File: src/rtl/vpic_pkg.sv
package vpic_pkg;
  localparam int VEC_W = 6;

  typedef enum logic [2:0] {
    OP_STC = 3'd0,
    OP_CLC = 3'd1,
    OP_STF = 3'd2,
    OP_CLF = 3'd3,
    OP_RDV = 3'd4
  } ioOp_e;

  typedef struct packed {
    logic             evalMain;
    logic             evalPar;
    logic             globalEn;
    logic             parEn;
    logic             pfActive;
    logic             chanSetCtl;
    logic             chanClrCtl;
    logic             chanSetFlag;
    logic             chanClrFlag;
    logic [VEC_W-1:0] chanSel;
    logic             rdLast;
  } strobes_t;
endpackage

File: src/rtl/vpic_ctrl.sv
module vpic_ctrl
  import vpic_pkg::*;
#(
  parameter int FIRST_VEC   = 4,
  parameter int HOLD_PHASES = 2,
  parameter int IND_LIMIT   = 3
) (
  input  logic             clk,
  input  logic             rstN,
  input  logic             cycleEnd,
  input  logic             phaseEnd,
  input  logic             ioValid,
  input  logic [2:0]       ioOp,
  input  logic [VEC_W-1:0] ioSel,
  input  logic             jmpInd,
  input  logic             indirStep,
  input  logic             dmaBusy,
  input  logic             grantFire,
  input  logic [VEC_W-1:0] grantVec,
  output strobes_t         stb
);
  localparam int HOLD_W = $clog2(HOLD_PHASES + 1);
  localparam int IND_W  = $clog2(IND_LIMIT + 1);
  localparam logic [VEC_W-1:0] SEL_GLOBAL = '0;
  localparam logic [VEC_W-1:0] SEL_PF     = VEC_W'(FIRST_VEC);
  localparam logic [VEC_W-1:0] SEL_PAR    = VEC_W'(FIRST_VEC + 1);

  logic isStc, isClc, isStf, isClf, isRd, ctlNow;
  logic globalEn, parEn, pfActive;
  logic [HOLD_W-1:0] holdCnt;
  logic deferArm;
  logic [IND_W-1:0] indCnt;
  logic jmpIndQ, tailHold, indFall, indHold, baseHold;

  assign isStc  = ioValid && (ioOp == OP_STC);
  assign isClc  = ioValid && (ioOp == OP_CLC);
  assign isStf  = ioValid && (ioOp == OP_STF);
  assign isClf  = ioValid && (ioOp == OP_CLF);
  assign isRd   = ioValid && (ioOp == OP_RDV);
  assign ctlNow = isStc || isClc || isStf || isClf;

  // enables and power-fail re-arm
  always_ff @(posedge clk) begin
    if (!rstN) begin
      globalEn <= 1'b0;
      parEn    <= 1'b0;
      pfActive <= 1'b0;
    end else begin
      if (isStf && ioSel == SEL_GLOBAL)      globalEn <= 1'b1;
      else if (isClf && ioSel == SEL_GLOBAL) globalEn <= 1'b0;
      if (isStf && ioSel == SEL_PAR)         parEn <= 1'b1;
      else if (isClf && ioSel == SEL_PAR)    parEn <= 1'b0;
      if (grantFire && grantVec == SEL_PF)   pfActive <= 1'b1;
      else if (isStc && ioSel == SEL_PF)     pfActive <= 1'b0;
    end
  end

  // post-grant phase holdoff and control-instruction deferral
  always_ff @(posedge clk) begin
    if (!rstN) begin
      holdCnt  <= '0;
      deferArm <= 1'b0;
    end else begin
      if (grantFire)                        holdCnt <= HOLD_W'(HOLD_PHASES);
      else if (phaseEnd && holdCnt != '0)   holdCnt <= holdCnt - 1'b1;
      if (cycleEnd)                         deferArm <= 1'b0;
      else if (ctlNow)                      deferArm <= 1'b1;
    end
  end

  // indirect jump window
  always_ff @(posedge clk) begin
    if (!rstN) begin
      indCnt   <= '0;
      jmpIndQ  <= 1'b0;
      tailHold <= 1'b0;
    end else begin
      jmpIndQ <= jmpInd;
      if (!jmpInd)                                     indCnt <= '0;
      else if (indirStep && indCnt < IND_W'(IND_LIMIT)) indCnt <= indCnt + 1'b1;
      if (indFall)       tailHold <= 1'b1;
      else if (phaseEnd) tailHold <= 1'b0;
    end
  end

  assign indFall  = jmpIndQ && !jmpInd;
  assign indHold  = (jmpInd && indCnt < IND_W'(IND_LIMIT)) || tailHold || indFall;
  assign baseHold = (holdCnt != '0) || deferArm || ctlNow || dmaBusy;

  always_comb begin
    stb             = '0;
    stb.evalPar     = cycleEnd && !baseHold;
    stb.evalMain    = cycleEnd && !baseHold && !indHold;
    stb.globalEn    = globalEn;
    stb.parEn       = parEn;
    stb.pfActive    = pfActive;
    stb.chanSetCtl  = isStc;
    stb.chanClrCtl  = isClc;
    stb.chanSetFlag = isStf;
    stb.chanClrFlag = isClf;
    stb.chanSel     = ioSel;
    stb.rdLast      = isRd && ioSel == SEL_PF;
  end

  AST_GRANT_WINDOW: assert property (@(posedge clk) disable iff (!rstN)
    grantFire |-> (cycleEnd && holdCnt == '0 && !dmaBusy && !deferArm));
  AST_DMA_HOLD: assert property (@(posedge clk) disable iff (!rstN)
    dmaBusy |-> !grantFire);
endmodule

File: src/rtl/vpic_datapath.sv
module vpic_datapath
  import vpic_pkg::*;
#(
  parameter int NUM_LEVELS = 60,
  parameter int FIRST_VEC  = 4,
  parameter int DATA_W     = 16
) (
  input  logic                  clk,
  input  logic                  rstN,
  input  strobes_t              stb,
  input  logic                  pfReq,
  input  logic                  parReq,
  input  logic [NUM_LEVELS-3:0] chanReq,
  output logic                  grantFire,
  output logic [VEC_W-1:0]      grantVec,
  output logic                  vecValid,
  output logic [VEC_W-1:0]      vecOut,
  output logic [DATA_W-1:0]     rdData
);
  localparam int NUM_CHAN  = NUM_LEVELS - 2;
  localparam int CHAN_BASE = FIRST_VEC + 2;
  localparam int LVL_W     = $clog2(NUM_LEVELS);

  logic [NUM_CHAN-1:0]   flagV, ctlV, pendV, blockAbove;
  logic [NUM_LEVELS-1:0] elig;
  logic [LVL_W-1:0]      grantIdx;
  logic                  pfPend, parPend;
  logic [VEC_W-1:0]      lastVec;

  // per-channel control, flag and pending flip-flops
  for (genvar g = 0; g < NUM_CHAN; g++) begin : g_chan
    logic hit, flagR, ctlR, pendR, wonHere;
    assign hit     = stb.chanSel == VEC_W'(CHAN_BASE + g);
    assign wonHere = grantFire && grantIdx == LVL_W'(g + 2);
    always_ff @(posedge clk) begin
      if (!rstN) begin
        flagR <= 1'b0;
        ctlR  <= 1'b0;
        pendR <= 1'b0;
      end else begin
        if (stb.chanSetCtl && hit)      ctlR <= 1'b1;
        else if (stb.chanClrCtl && hit) ctlR <= 1'b0;
        if (stb.chanClrFlag && hit) begin
          flagR <= 1'b0;
          pendR <= 1'b0;
        end else if (chanReq[g] || (stb.chanSetFlag && hit)) begin
          flagR <= 1'b1;
          pendR <= 1'b1;
        end else if (wonHere) begin
          pendR <= 1'b0;
        end
      end
    end
    assign flagV[g] = flagR;
    assign ctlV[g]  = ctlR;
    assign pendV[g] = pendR;
    assign elig[g + 2] = pendR && flagR && ctlR && stb.globalEn && !stb.pfActive
                         && !blockAbove[g] && stb.evalMain;
  end

  // priority chain: a serviced channel blocks all below it
  always_comb begin
    logic acc;
    acc = 1'b0;
    for (int i = 0; i < NUM_CHAN; i++) begin
      blockAbove[i] = acc;
      acc = acc | (flagV[i] & ctlV[i]);
    end
  end

  assign elig[0] = pfPend && stb.evalMain;
  assign elig[1] = parPend && stb.parEn && !stb.pfActive && stb.evalPar;

  always_comb begin
    grantIdx = '0;
    for (int i = NUM_LEVELS - 1; i >= 0; i--) begin
      if (elig[i]) grantIdx = LVL_W'(i);
    end
  end

  assign grantFire = |elig;
  assign grantVec  = VEC_W'(grantIdx) + VEC_W'(FIRST_VEC);

  always_ff @(posedge clk) begin
    if (!rstN) begin
      pfPend   <= 1'b0;
      parPend  <= 1'b0;
      vecValid <= 1'b0;
      vecOut   <= '0;
      lastVec  <= '0;
    end else begin
      if (pfReq)                              pfPend <= 1'b1;
      else if (grantFire && grantIdx == '0)   pfPend <= 1'b0;
      if (parReq)                             parPend <= 1'b1;
      else if (grantFire && grantIdx == LVL_W'(1)) parPend <= 1'b0;
      vecValid <= grantFire;
      if (grantFire) begin
        vecOut  <= grantVec;
        lastVec <= grantVec;
      end
    end
  end

  assign rdData = stb.rdLast ? DATA_W'(lastVec) : '0;

  AST_PF_INHIBIT: assert property (@(posedge clk) disable iff (!rstN)
    (grantFire && grantIdx != '0) |-> !stb.pfActive);
  AST_GLOBAL_GATE: assert property (@(posedge clk) disable iff (!rstN)
    (grantFire && grantIdx > LVL_W'(1)) |-> stb.globalEn);
  AST_PAR_GATE: assert property (@(posedge clk) disable iff (!rstN)
    (grantFire && grantIdx == LVL_W'(1)) |-> stb.parEn);
  AST_VEC_RANGE: assert property (@(posedge clk) disable iff (!rstN)
    vecValid |-> (vecOut >= VEC_W'(FIRST_VEC)));
  AST_SINGLE_PULSE: assert property (@(posedge clk) disable iff (!rstN)
    vecValid |=> !vecValid);
endmodule

File: src/rtl/vpic_top.sv
module vpic_top
  import vpic_pkg::*;
#(
  parameter int NUM_LEVELS  = 60,
  parameter int FIRST_VEC   = 4,
  parameter int DATA_W      = 16,
  parameter int HOLD_PHASES = 2,
  parameter int IND_LIMIT   = 3
) (
  input  logic                  clk,
  input  logic                  rstN,
  input  logic                  cycleEnd,
  input  logic                  phaseEnd,
  input  logic                  ioValid,
  input  logic [2:0]            ioOp,
  input  logic [VEC_W-1:0]      ioSel,
  output logic [DATA_W-1:0]     rdData,
  input  logic                  pfReq,
  input  logic                  parReq,
  input  logic [NUM_LEVELS-3:0] chanReq,
  input  logic                  jmpInd,
  input  logic                  indirStep,
  input  logic                  dmaBusy,
  output logic                  vecValid,
  output logic [VEC_W-1:0]      vecOut
);
  strobes_t         stb;
  logic             grantFire;
  logic [VEC_W-1:0] grantVec;

  vpic_ctrl #(
    .FIRST_VEC(FIRST_VEC), .HOLD_PHASES(HOLD_PHASES), .IND_LIMIT(IND_LIMIT)
  ) u_ctrl (
    .clk(clk), .rstN(rstN), .cycleEnd(cycleEnd), .phaseEnd(phaseEnd),
    .ioValid(ioValid), .ioOp(ioOp), .ioSel(ioSel), .jmpInd(jmpInd),
    .indirStep(indirStep), .dmaBusy(dmaBusy), .grantFire(grantFire),
    .grantVec(grantVec), .stb(stb)
  );

  vpic_datapath #(
    .NUM_LEVELS(NUM_LEVELS), .FIRST_VEC(FIRST_VEC), .DATA_W(DATA_W)
  ) u_dp (
    .clk(clk), .rstN(rstN), .stb(stb), .pfReq(pfReq), .parReq(parReq),
    .chanReq(chanReq), .grantFire(grantFire), .grantVec(grantVec),
    .vecValid(vecValid), .vecOut(vecOut), .rdData(rdData)
  );

  AST_VEC_ON_STROBE: assert property (@(posedge clk) disable iff (!rstN)
    vecValid |-> $past(cycleEnd));
endmodule

File: config.mk
export PLATFORM = sky130hd
export DESIGN_NAME = vpic_top
export DESIGN_NICKNAME = d
export VERILOG_FILES = /design/src/rtl/vpic_pkg.sv /design/src/rtl/vpic_ctrl.sv /design/src/rtl/vpic_datapath.sv /design/src/rtl/vpic_top.sv
export SDC_FILE = /design/constraint.sdc
export NUM_CORES = 1
export LEC_CHECK = 0
export ABC_AREA = 1
export BUFFER_PORTS_ARGS = -buffer_cell sky130_fd_sc_hd__buf_2
export CORE_ASPECT_RATIO = 1.2
export CORE_MARGIN = 4
export CORE_UTILIZATION = 32
export CTS_CLUSTER_DIAMETER = 40
export DETAILED_ROUTE_END_ITERATION = 16
export REMOVE_ABC_BUFFERS = 1
export SLEW_MARGIN = 20
export SYNTH_ARGS = -nofsm -noshare
export SYNTH_HDL_FRONTEND = slang
export SYNTH_SLANG_ARGS = --single-unit
File: constraint.sdc
create_clock -name clk -period 6.3 [get_ports clk]
set_input_delay 0.315 -clock clk [delete_from_list [all_inputs] [get_ports clk]]
set_output_delay 0.315 -clock clk [all_outputs]
set_load 0.01 [all_outputs]
==> impl_summary.log <==
INFO  metric dpl.hpwl = 30710 µm
INFO  metric post_synth_fa_ha_maj_area_fraction = 0.4577%
INFO  metric power_frac_seq = 47.6%
INFO  metric grt-ovfl-total = 0
INFO  metric most_common_cell_after_layout_fill_and_taps_aside = sky130_fd_sc_hd__inv_1
INFO  metric vdd_ir_drop_max = 0.0001566 V
INFO  metric clk_path_buf_depth = 2
INFO  metric placedCellCount = 2086
INFO  metric drc = 0
INFO  metric power_frac_clock = 43.0%
INFO  metric first_iter_violations = 1025
INFO  metric floorplan_core_area = 33430 µm²
INFO  metric combined_flip_flop_and_latch_cell_area = 3864 µm²
INFO  metric postSynth.asyncResetShare = 0%
INFO  metric globalplace.congestion = 0.9936
INFO  metric core.rowCount = 73
INFO  metric power_report.internal_total = 2.037 mW
INFO  metric p_total = 2.758 mW
INFO  metric edff_count_synth = 0
INFO  metric sum_of_routed_wire_length_over_all_layers = 41710 µm
INFO  metric detailed_place.area = 11820 µm²
INFO  metric grt_max_degree = 80
INFO  metric stdcell_count = 2118
INFO  metric final_cell_mix = 306 x sky130_fd_sc_hd__inv_1, 202 x sky130_fd_sc_hd__a21oi_1, 193 x sky130_fd_sc_hd__dfxtp_1
INFO  metric synth_top_family_by_area = simple AND/OR/NAND/NOR gates
INFO  metric synthToLayoutAreaGrowth = 13.81%
INFO  metric outcome = finished clean
INFO  metric crit-reg2reg-launch = u_dp.g_chan[0].flagR$_SDFFE_PP0P_
INFO  metric clock_sinks = 193
INFO  metric critPathCaptureType = register
INFO  metric hold_viol_final = 0
INFO  metric timing_worst_setup_path_type = register to register
INFO  metric path_buf_inv = 0
INFO  metric worst_setup_path_start_kind = register
INFO  metric grt_pass1_vias = 11087
INFO  metric filler_cell_count = 3637
INFO  metric max_freq = 169.4 MHz
INFO  metric post_cts_resized = 0
INFO  metric totalNegativeSetupSlack = 0 ns
INFO  metric synth_warnings = 0
INFO  metric root_buffer = sky130_fd_sc_hd__clkbuf_16
INFO  metric period_needed = 5.904 ns
INFO  metric boundaryPins = 100
INFO  metric timing.critical_path.slowest_cell_delay = 0.32 ns
INFO  metric route.antenna.remaining_nets = 0
INFO  metric crit_arrival = 6.23 ns
INFO  metric final_worst_path_cycle_share = 93.71%
INFO  metric synth-compound-area-share = 24.10%
INFO  metric final_design_area_no_fill = 12450 µm²
INFO  metric clock_latency_on_the_worst_skew_pair = 0.46 ns
INFO  metric first_pass_grt_wire_length = 63530 µm
INFO  metric number_of_antenna_cells_inserted = 0
INFO  metric ys_types = 50
INFO  metric static_leak = 5.750 nW
INFO  metric area_taken_by_multi_input_logic_gates = 5623 µm²
INFO  metric route.vias.total = 11444
INFO  metric path_clk_slew = 0.08 ns
INFO  metric power.share.switching = 26.17%
INFO  metric final_worst_clock_skew = 0.01593 ns
INFO  metric synth-simple-area-share = 26.03%
INFO  metric crit_fanout = 5
INFO  metric postSynthRegisterBits = 193
INFO  metric timing.final.max_slew_violations = 0
INFO  metric grt_antenna_before_repair = 0
INFO  metric postSynth.topFlopCell = sky130_fd_sc_hd__dfxtp_1
INFO  metric grt_use_total = 21.98%
INFO  metric power_switching = 0.7218 mW
INFO  metric tritoncts = built
INFO  metric grt_setup_unrepaired = yes
INFO  metric critical_path.startpoint = u_dp.g_chan[0].flagR$_SDFFE_PP0P_
INFO  metric required = 6.63 ns
INFO  metric nets = 1737
INFO  metric slew-limit-headroom = 33.29%
INFO  metric synth.cell_area = 10940 µm²
INFO  metric cap_viol_max_count = 0
INFO  metric cts_htree_levels = 4
INFO  metric numCtsBuffers = 17
INFO  metric die-height = 210.5 µm
INFO  metric report.final.setup_viol = 0
INFO  metric worst_slew_pin_slew = 1.001 ns
INFO  metric vias_per_cell = 5.403
INFO  metric worstHoldStart = cycleEnd
INFO  metric power.density = 221.6 nW/µm²
INFO  metric timing.critical_path.mode_cell = sky130_fd_sc_hd__nor2_4
INFO  metric postSynthAreaPerCell = 6.839 µm²
INFO  metric horizontal_extent_of_the_die = 176.8 µm
INFO  metric synthXorXnorAreaFrac = 0.08009%
INFO  metric fp.dieArea = 37210 µm²
INFO  metric hp-class = input pin to register
INFO  metric slowest_stage = sky130_fd_sc_hd__dfxtp_1
INFO  metric drive_above_1_share = 11.27%
INFO  metric initial_core_util = 32.71%
INFO  metric buffer_ports.inserted = 89
INFO  metric synthMuxAreaShare = 0%
INFO  metric crit_family = simple AND/OR/NAND/NOR gates
INFO  metric postSynthCellCount = 1599
INFO  metric routed_wire_length_per_instance = 19.69 µm
INFO  metric ys_seq_area_share = 35.33%
INFO  metric detailedRoute.firstPassIterationCount = 7
INFO  metric setup.reg_to_reg.worst_slack = 0.40 ns
INFO  metric power.combinational.fraction = 9.3%
## state kept, by name, summed over array words and instances (netlist names)
name	flops
u_dp.vecValid	1
u_ctrl.holdCnt	2
u_dp.g_chan.ctlR	58
u_dp.g_chan.flagR	58
u_ctrl.pfActive	1
u_ctrl.indCnt	2
u_ctrl.jmpIndQ	1
u_dp.parPend	1
u_ctrl.parEn	1
u_ctrl.deferArm	1
u_dp.pfPend	1
u_ctrl.globalEn	1
u_ctrl.tailHold	1
u_dp.vecOut	6
u_dp.g_chan.pendR	58
## cell type report
| cell class | instances | area share, % |
|---|---|---|
| clock inverter | 12 | 1.448 |
| clock buffer | 19 | 3.559 |
| sequential | 193 | 31.04 |
| inverter | 315 | 9.520 |
| timing repair buffer | 108 | 4.725 |
| multi-input combinational | 1021 | 45.18 |
| tap | 450 | 4.524 |
## repair_timing
item,in CTS,in global routing
setup buffers,0,1
hold buffers,0,0
endpoints found under the hold margin,0,0
endpoints found under the setup margin,0,4
## cells in the mapped netlist, types with 2 or more instances
cell type | n | share of area, %
sky130_fd_sc_hd__inv_1 | 306 | 11
sky130_fd_sc_hd__a21oi_1 | 202 | 9.2
sky130_fd_sc_hd__dfxtp_1 | 193 | 35
sky130_fd_sc_hd__nor2_1 | 155 | 5.3
sky130_fd_sc_hd__nand2_1 | 141 | 4.8
sky130_fd_sc_hd__nand3_1 | 84 | 3.8
sky130_fd_sc_hd__nand4_1 | 71 | 4.1
sky130_fd_sc_hd__o21ai_0 | 71 | 3.2
sky130_fd_sc_hd__clkbuf_1 | 58 | 2.0
sky130_fd_sc_hd__a311oi_1 | 55 | 4.4
sky130_fd_sc_hd__nor3_1 | 48 | 2.2
sky130_fd_sc_hd__a21boi_1 | 43 | 3.0
sky130_fd_sc_hd__o21ai_1 | 32 | 1.5
sky130_fd_sc_hd__nor4_1 | 25 | 1.4
sky130_fd_sc_hd__o21bai_1 | 15 | 1.0
sky130_fd_sc_hd__nor2_4 | 11 | 1.1
sky130_fd_sc_hd__buf_4 | 10 | 0.69
sky130_fd_sc_hd__a211oi_1 | 9 | 0.62
sky130_fd_sc_hd__inv_2 | 8 | 0.27
sky130_fd_sc_hd__buf_1 | 7 | 0.24
sky130_fd_sc_hd__nand4_4 | 6 | 1.2
sky130_fd_sc_hd__ha_1 | 4 | 0.46
sky130_fd_sc_hd__nand4_2 | 4 | 0.46
sky130_fd_sc_hd__o41ai_1 | 4 | 0.32
sky130_fd_sc_hd__and3_1 | 3 | 0.17
sky130_fd_sc_hd__buf_2 | 3 | 0.14
sky130_fd_sc_hd__nor2_2 | 3 | 0.17
sky130_fd_sc_hd__a31oi_1 | 2 | 0.11
sky130_fd_sc_hd__nor3_2 | 2 | 0.18
sky130_fd_sc_hd__nor3b_1 | 2 | 0.14
sky130_fd_sc_hd__nor4_2 | 2 | 0.23
sky130_fd_sc_hd__o22ai_1 | 2 | 0.11
## per-stage QoR
step	setup slack [ns]	util (%)	hold WS, ns
CTS	0.4017	37.21	0.03142
floorplan	-0.1797	-	0.3943
global route	-0.009388	37.23	0.03914
finish	0.3962	37.23	0.03945
detailed placement	0.4326	35.34	0.4559
global placement	0.5732	35.34	0.4525
## final timing paths
path                                                           end  cells after the start
worst max register to register  u_dp.g_chan[49].pendR$_SDFFE_PP0P_                     42
worst min register to register  u_dp.g_chan[46].pendR$_SDFFE_PP0P_                      2
worst min-delay path                  u_ctrl.deferArm$_SDFFE_PP0P_                      2
worst max-delay path            u_dp.g_chan[49].pendR$_SDFFE_PP0P_                     42
## kinds of logic after synthesis
kind of cell / Yosys count
fa+ha+maj: 4
buf+inv: 394
compound gates: 442
xor+xnor: 1
flops: 193
other cells: 1
simple gates: 564
## routing by layer
layer / vias up / GRT usage [%] / wire, µm
li1: 5503 / - / -
met1: 5456 / 27.70 / 17820
met5: - / 0 / 0
met4: 0 / 8.407 / 1496
met2: 396 / 38.07 / 20290
met3: 89 / 3.067 / 2102
## power groups by stage
| stage | clock (mW) | combinational [mW] | sequential [mW] |
|---|---|---|---|
| 2_1_floorplan | 0 | 0.150 | 1.33 |
| 3_3_place_gp | 0 | 0.250 | 1.34 |
| 3_5_place_dp | 0 | 0.255 | 1.34 |
| 4_1_cts | 1.20 | 0.256 | 1.31 |
| 5_1_grt | 1.25 | 0.287 | 1.32 |
| 6_report | 1.19 | 0.258 | 1.31 |
No activity file was read; power rests on OpenSTA's default activity.
